File: config.mk
export PLATFORM = sky130hd
export DESIGN_NAME = page_xlate
export DESIGN_NICKNAME = d
export VERILOG_FILES = /design/src/rtl/pxu_pkg.sv /design/src/rtl/pxu_entry_decode.sv /design/src/rtl/pxu_table.sv /design/src/rtl/pxu_perm.sv /design/src/rtl/page_xlate.sv
export SDC_FILE = /design/constraint.sdc
export NUM_CORES = 2
export LEC_CHECK = 0
export BUFFER_PORTS_ARGS = -buffer_cell sky130_fd_sc_hd__buf_2
export CORE_UTILIZATION = 55
export DETAILED_ROUTE_END_ITERATION = 8
export PLACE_DENSITY_LB_ADDON = 0.15
export SLEW_MARGIN = 30
export SYNTH_ARGS = -nofsm -noshare
export SYNTH_HDL_FRONTEND = slang
export SYNTH_SLANG_ARGS = --single-unit
File: constraint.sdc
create_clock -name clk -period 13.1 [get_ports clk]
set_clock_uncertainty 0.15 [all_clocks]
set_input_delay 1.31 -clock clk [delete_from_list [all_inputs] [get_ports clk]]
set_output_delay 1.31 -clock clk [all_outputs]
set_load 0.005 [all_outputs]
File: src/rtl/pxu_pkg.sv
package pxu_pkg;

    localparam int PXU_ADDR_W     = 26;
    localparam int PXU_PPN_W      = 7;
    localparam int PXU_ENTRIES    = 1 << PXU_PPN_W;
    localparam int PXU_MIN_SHIFT  = 12;
    localparam int PXU_LPN_W      = PXU_ADDR_W - 1 - PXU_MIN_SHIFT;
    localparam int PXU_PPL_W      = 2;
    localparam logic [2:0] PXU_WINDOW_TAG = 3'b111;

    typedef enum logic [1:0] {
        PG_4K  = 2'd0,
        PG_8K  = 2'd1,
        PG_16K = 2'd2,
        PG_32K = 2'd3
    } pg_size_e;

    typedef enum logic [1:0] {
        MODE_SVC  = 2'd0,
        MODE_OS   = 2'd1,
        MODE_USER = 2'd2
    } cpu_mode_e;

    typedef enum logic [1:0] {
        ST_IDLE  = 2'd0,
        ST_CHECK = 2'd1,
        ST_WRITE = 2'd2,
        ST_RESP  = 2'd3
    } xl_state_e;

endpackage

File: src/rtl/pxu_entry_decode.sv
module pxu_entry_decode
    import pxu_pkg::*;
(
    input  pg_size_e               pg,
    input  logic [22:0]            addr,
    output logic [PXU_PPN_W-1:0]   ppn,
    output logic [PXU_LPN_W-1:0]   lpn,
    output logic [PXU_PPL_W-1:0]   ppl
);

    logic unused_bit7;
    assign unused_bit7 = addr[7];

    assign ppl = addr[9:8];

    always_comb begin
        ppn = '0;
        lpn = '0;
        unique case (pg)
            PG_4K: begin
                ppn = addr[6:0];
                lpn = {addr[11:10], addr[22:12]};
            end
            PG_8K: begin
                ppn = {addr[0], addr[6:1]};
                lpn = {1'b0, addr[11:10], addr[22:13]};
            end
            PG_16K: begin
                ppn = {addr[1:0], addr[6:2]};
                lpn = {2'b00, addr[11:10], addr[22:14]};
            end
            PG_32K: begin
                ppn = {addr[1], addr[2], addr[0], addr[6:3]};
                lpn = {3'b000, addr[11:10], addr[22:15]};
            end
            default: begin
                ppn = '0;
                lpn = '0;
            end
        endcase
    end

endmodule

File: src/rtl/pxu_table.sv
module pxu_table #(
    parameter int DEPTH = 128,
    parameter int LPN_W = 13,
    parameter int PPL_W = 2,
    localparam int IDX_W = $clog2(DEPTH)
) (
    input  logic             clk,
    input  logic             rst_n,
    input  logic             wr_en,
    input  logic [IDX_W-1:0] wr_idx,
    input  logic [LPN_W-1:0] wr_lpn,
    input  logic [PPL_W-1:0] wr_ppl,
    input  logic [LPN_W-1:0] look_lpn,
    output logic             hit,
    output logic [IDX_W-1:0] hit_idx,
    output logic [PPL_W-1:0] hit_ppl
);

    logic [DEPTH-1:0] valid_q;
    logic [LPN_W-1:0] lpn_q [DEPTH];
    logic [PPL_W-1:0] ppl_q [DEPTH];
    logic [DEPTH-1:0] match;

    always_ff @(posedge clk or negedge rst_n) begin
        if (!rst_n) begin
            valid_q <= '0;
        end else if (wr_en) begin
            valid_q[wr_idx] <= 1'b1;
        end
    end

    always_ff @(posedge clk) begin
        if (wr_en) begin
            lpn_q[wr_idx] <= wr_lpn;
            ppl_q[wr_idx] <= wr_ppl;
        end
    end

    for (genvar g = 0; g < DEPTH; g++) begin : g_cmp
        assign match[g] = valid_q[g] && (lpn_q[g] == look_lpn);
    end

    always_comb begin
        hit     = 1'b0;
        hit_idx = '0;
        for (int i = DEPTH - 1; i >= 0; i--) begin
            if (match[i]) begin
                hit     = 1'b1;
                hit_idx = IDX_W'(i);
            end
        end
    end

    assign hit_ppl = ppl_q[hit_idx];

endmodule

File: src/rtl/pxu_perm.sv
module pxu_perm
    import pxu_pkg::*;
(
    input  cpu_mode_e            mode,
    input  logic [PXU_PPL_W-1:0] ppl,
    input  logic                 is_write,
    output logic                 allow
);

    logic rd_ok;
    logic wr_ok;

    always_comb begin
        rd_ok = 1'b0;
        wr_ok = 1'b0;
        case (mode)
            MODE_SVC: begin
                rd_ok = 1'b1;
                wr_ok = 1'b1;
            end
            MODE_OS: begin
                rd_ok = 1'b1;
                wr_ok = !ppl[1];
            end
            MODE_USER: begin
                rd_ok = !ppl[1];
                wr_ok = (ppl == 2'b00);
            end
            default: begin
                rd_ok = 1'b0;
                wr_ok = 1'b0;
            end
        endcase
    end

    assign allow = is_write ? wr_ok : rd_ok;

endmodule

File: src/rtl/page_xlate.sv
module page_xlate
    import pxu_pkg::*;
#(
    parameter int N_PAGES = PXU_ENTRIES,
    localparam int AW     = PXU_ADDR_W
) (
    input  logic          clk,
    input  logic          rst_n,
    input  logic [1:0]    ctl_page_size,
    input  logic          ctl_os_en,
    input  logic          cpu_sup,
    input  logic          req_valid,
    output logic          req_ready,
    input  logic          req_write,
    input  logic [AW-1:0] req_addr,
    output logic          resp_valid,
    output logic          resp_abort,
    output logic [AW-1:0] resp_paddr
);

    xl_state_e state, state_nx;

    logic [AW-1:0] rq_addr;
    logic          rq_write;
    cpu_mode_e     rq_mode;
    pg_size_e      rq_pg;

    logic [PXU_PPN_W-1:0] ld_ppn;
    logic [PXU_LPN_W-1:0] ld_lpn;
    logic [PXU_PPL_W-1:0] ld_ppl;

    logic [PXU_LPN_W-1:0] look_lpn;
    logic                 tbl_hit;
    logic [PXU_PPN_W-1:0] tbl_idx;
    logic [PXU_PPL_W-1:0] tbl_ppl;
    logic                 perm_ok;

    logic          in_window;
    logic          is_logical;
    logic          do_load;
    logic          grant;
    logic [AW-1:0] phys_addr;

    // request capture on acceptance
    always_ff @(posedge clk or negedge rst_n) begin
        if (!rst_n) begin
            rq_addr  <= '0;
            rq_write <= 1'b0;
            rq_mode  <= MODE_USER;
            rq_pg    <= PG_4K;
        end else if (state == ST_IDLE && req_valid) begin
            rq_addr  <= req_addr;
            rq_write <= req_write;
            rq_pg    <= pg_size_e'(ctl_page_size);
            if (cpu_sup) begin
                rq_mode <= MODE_SVC;
            end else if (ctl_os_en) begin
                rq_mode <= MODE_OS;
            end else begin
                rq_mode <= MODE_USER;
            end
        end
    end

    assign in_window  = (rq_addr[AW-1 -: 3] == PXU_WINDOW_TAG);
    assign is_logical = !rq_addr[AW-1];
    assign do_load    = in_window && rq_write && (rq_mode == MODE_SVC);

    pxu_entry_decode u_dec (
        .pg   (rq_pg),
        .addr (rq_addr[22:0]),
        .ppn  (ld_ppn),
        .lpn  (ld_lpn),
        .ppl  (ld_ppl)
    );

    always_comb begin
        look_lpn = '0;
        unique case (rq_pg)
            PG_4K:   look_lpn = rq_addr[24:12];
            PG_8K:   look_lpn = {1'b0, rq_addr[24:13]};
            PG_16K:  look_lpn = {2'b00, rq_addr[24:14]};
            PG_32K:  look_lpn = {3'b000, rq_addr[24:15]};
            default: look_lpn = '0;
        endcase
    end

    pxu_table #(
        .DEPTH (N_PAGES),
        .LPN_W (PXU_LPN_W),
        .PPL_W (PXU_PPL_W)
    ) u_tbl (
        .clk      (clk),
        .rst_n    (rst_n),
        .wr_en    (state == ST_WRITE),
        .wr_idx   (ld_ppn),
        .wr_lpn   (ld_lpn),
        .wr_ppl   (ld_ppl),
        .look_lpn (look_lpn),
        .hit      (tbl_hit),
        .hit_idx  (tbl_idx),
        .hit_ppl  (tbl_ppl)
    );

    pxu_perm u_perm (
        .mode     (rq_mode),
        .ppl      (tbl_ppl),
        .is_write (rq_write),
        .allow    (perm_ok)
    );

    always_comb begin
        phys_addr = '0;
        unique case (rq_pg)
            PG_4K:   phys_addr = {1'b1, 6'b0, tbl_idx, rq_addr[11:0]};
            PG_8K:   phys_addr = {1'b1, 5'b0, tbl_idx, rq_addr[12:0]};
            PG_16K:  phys_addr = {1'b1, 4'b0, tbl_idx, rq_addr[13:0]};
            PG_32K:  phys_addr = {1'b1, 3'b0, tbl_idx, rq_addr[14:0]};
            default: phys_addr = '0;
        endcase
    end

    assign grant = is_logical && tbl_hit && perm_ok;

    // state register
    always_ff @(posedge clk or negedge rst_n) begin
        if (!rst_n) begin
            state <= ST_IDLE;
        end else begin
            state <= state_nx;
        end
    end

    // transitions
    always_comb begin
        state_nx = state;
        unique case (state)
            ST_IDLE:  if (req_valid) state_nx = ST_CHECK;
            ST_CHECK: state_nx = do_load ? ST_WRITE : ST_RESP;
            ST_WRITE: state_nx = ST_RESP;
            ST_RESP:  state_nx = ST_IDLE;
            default:  state_nx = ST_IDLE;
        endcase
    end

    // outputs
    always_ff @(posedge clk or negedge rst_n) begin
        if (!rst_n) begin
            resp_valid <= 1'b0;
            resp_abort <= 1'b0;
            resp_paddr <= '0;
        end else begin
            resp_valid <= 1'b0;
            resp_abort <= 1'b0;
            resp_paddr <= '0;
            unique case (state)
                ST_CHECK: begin
                    if (!do_load) begin
                        resp_valid <= 1'b1;
                        resp_abort <= !grant;
                        resp_paddr <= grant ? phys_addr : '0;
                    end
                end
                ST_WRITE: begin
                    resp_valid <= 1'b1;
                    resp_paddr <= rq_addr;
                end
                default: begin
                end
            endcase
        end
    end

    assign req_ready = (state == ST_IDLE);

endmodule

==> impl_metrics.json <==
{
  "critical-path-top-delay-family": "compound AO/OA/AOI/OAI gates",
  "rsz0062_at_grt": "false",
  "slew_viol_final": 0,
  "yosys_warnings": 0,
  "netSwitchingPower_mw": 14.4,
  "ys_ff_latch": 2109,
  "slowest_stage": "dfrtp_4",
  "cp_max_fo": 77,
  "cap_violations": 0,
  "endpoint_kind": "flip-flop",
  "die_area_um2": 187000,
  "critPathRequiredTime_ps": 13720,
  "path_clk_slew_ps": 60,
  "antenna_found_initial": 20,
  "ys_async_sr_fraction_pct": 8.96,
  "fillCellCount": 13927,
  "start_kind": "flip-flop",
  "wire_per_inst_um": 33.7,
  "post-route-drc-count": 0,
  "via_per_inst": 6.69,
  "grt_max_degree": 129,
  "path_buf_inv": 6,
  "setup_viol": 0,
  "post-route-min-period_ps": 11420,
  "yosysSeqAreaShare_pct": 61.2,
  "swShare_pct": 45.2,
  "dp.cells": 10058,
  "power.share.clock_pct": 19.0,
  "worst_path_largest_cell_delay_ps": 880,
  "hp-class": "reg2reg",
  "fp.coreArea_um2": 184000,
  "grt_pass1_wl_um": 494000,
  "ir_drop_v": 0.000535,
  "finalNonFillerCells": 10468,
  "netlist_area_um2": 102000,
  "cp.arrival_ps": 12030,
  "synth_top_flop_cell": "edfxtp_1",
  "synth_nets": 7692,
  "fp.dieW_um": 433,
  "cts_setup_buffers": 0,
  "pin_count": 63,
  "synthCells": 7654,
  "hpwlAfterDp_um": 215000,
  "synth_enable_flop_cells": 1920,
  "die_y_um": 433,
  "worst_pin_slew_ps": 1100,
  "relSlewSlack_pct": 26.1,
  "clkSinkCount": 2109,
  "avgSynthCellArea_um2": 13.3,
  "pwr-share-seq_pct": 30.5,
  "grt_overflow": 0,
  "hold_viol": 0,
  "cts_resized": 0,
  "clk_latency_ps": 880,
  "power_density_nw_per_um2": 281,
  "period_share_pct": 87.1,
  "max-clock-path-buffers": 3,
  "vias": 70056,
  "yosysUniqueCellTypes": 116,
  "grt_util_all_layers_pct": 37.4,
  "path_class": "reg2reg",
  "outcome": "complete, no violations",
  "cts_root_buf": "clkbuf_16",
  "tritoncts": "yes",
  "dr.pass1.iters": 9,
  "share_comb_of_total_power_pct": 50.5,
  "cts.hold.buffers_added": 0,
  "drive_above_1_share_pct": 13.0,
  "ant_nets": 0,
  "htree_num_levels": 4,
  "layout.nets": 7850,
  "power.leakage_nw": 36.9,
  "max_freq_ghz": 0.0876,
  "start_util_pct": 55.5,
  "place.gp.congestion": 1.01,
  "port_buffers": 62,
  "p_int_mw": 17.4,
  "area_delta_synth_final_pct": 10.9,
  "rows": 157,
  "cts_made_buffers": 215,
  "grt_pass1_vias": 66142,
  "tns_ps": 0,
  "drt_iter0_drc": 10373,
  "drt-total-wl_um": 352000
}
-- logic make-up after synthesis --
| family | synth area share (%) |
|---|---|
| multiplexers | 3.82 |
| buffers and inverters | 2.64 |
| AND/OR/NAND/NOR | 9.88 |
| adder cells (fa/ha/maj) | 0.0491 |
| XOR/XNOR | 15.0 |
| AO/OA/AOI/OAI | 7.46 |
| flip-flops | 61.2 |
-- layer usage --
metal,global-route usage [%],up-vias,wire [um]
met3,8.92,887,45800
met2,54.8,4936,152000
met1,53.3,35312,138000
met5,0,-,109
met4,16.0,16,16400
li1,-,28905,-
-- cells in the mapped netlist, drive strengths merged (61+ instances only) --
cell type / number / area (um2)
nand2: 311 / 1170
clkbuf: 89 / 334
a2111oi: 61 / 579
nor3: 120 / 601
buf: 335 / 2000
o21ai: 170 / 851
nand4: 162 / 1010
xor2: 287 / 2510
inv: 95 / 362
nand3: 270 / 1350
nor2: 364 / 1380
xnor2: 1455 / 12700
nor4: 136 / 888
mux2i: 252 / 2610
or2: 141 / 882
dfrtp: 188 / 4700
mux2: 78 / 882
edfxtp: 1920 / 57700
a21oi: 144 / 732
o2111ai: 82 / 718
a211oi: 84 / 648
-- final cells by class --
cell class | count | area [um2] | share of cell area, %
Clock inverter | 86 | 796 | 0.704
Sequential cell | 2109 | 62400 | 55.2
Inverter | 96 | 418 | 0.369
Clock buffer | 319 | 6020 | 5.32
Antenna cell | 4 | 10.0 | 0.00885
Timing Repair Buffer | 365 | 2960 | 2.62
Tap cell | 2464 | 3080 | 2.73
Multi-Input combinational cell | 5025 | 37400 | 33.1
-- state kept, by name, summed over array words and instances (netlist names) --
| signal | flops |
|---|---|
| resp_abort | 1 |
| resp_valid | 1 |
| u_tbl.valid_q | 128 |
| rq_write | 1 |
| u_tbl.ppl_q | 256 |
| rq_pg | 2 |
| rq_addr | 26 |
| rq_mode | 2 |
| resp_paddr | 26 |
| u_tbl.lpn_q | 1664 |
| state | 2 |
-- placed cells by master (no fill, tap or decap), types with 140 or more instances in the layout --
master / n
a21oi_1: 140
dfrtp_1: 184
nor2_1: 338
nand4_1: 162
nand3_1: 270
mux2i_1: 237
o21ai_0: 163
edfxtp_1: 1920
xnor2_1: 1455
clkbuf_16: 219
xor2_1: 287
buf_4: 272
nand2_1: 308
-- power by group through the flow --
stage	Combinational (mW)	Sequential, mW	Clock, mW
after global routing	16.6	9.72	6.33
after detailed placement	15.6	9.81	0
final	16.1	9.70	6.05
after global placement	15.4	9.80	0
after floorplan	9.70	9.78	0
after CTS	15.7	9.68	6.07
-- metrics by stage --
| stage | power (mW) | utilization (%) | hold WS [ps] | setup slack (ps) | area (um2) |
|---|---|---|---|---|---|
| floorplan | 19.5 | - | 277 | 4180 | 102000 |
| global placement | 25.2 | 57.7 | 290 | 1080 | 106000 |
| global route | 32.7 | 61.6 | 324 | 1650 | 113000 |
| finish | 31.8 | 61.6 | 312 | 1680 | 113000 |
| detailed placement | 25.4 | 57.8 | 297 | 2170 | 106000 |
| CTS | 31.4 | 61.5 | 311 | 2090 | 113000 |
-- final timing paths --
check	start	end	slack, ps	cells after the start
min in group asynchronous	rst_n	u_tbl.valid_q[84]	370	1
hold / removal	u_tbl.valid_q[93]	u_tbl.valid_q[93]	310	1
setup reg to reg	rq_pg[0]	resp_paddr[7]	1680	26
hold reg to reg	u_tbl.valid_q[93]	u_tbl.valid_q[93]	310	1
setup / recovery	rq_pg[0]	resp_paddr[7]	1680	26
max in group asynchronous	rst_n	rq_addr[8]	10010	3
Power figures use the tool's default switching activity.
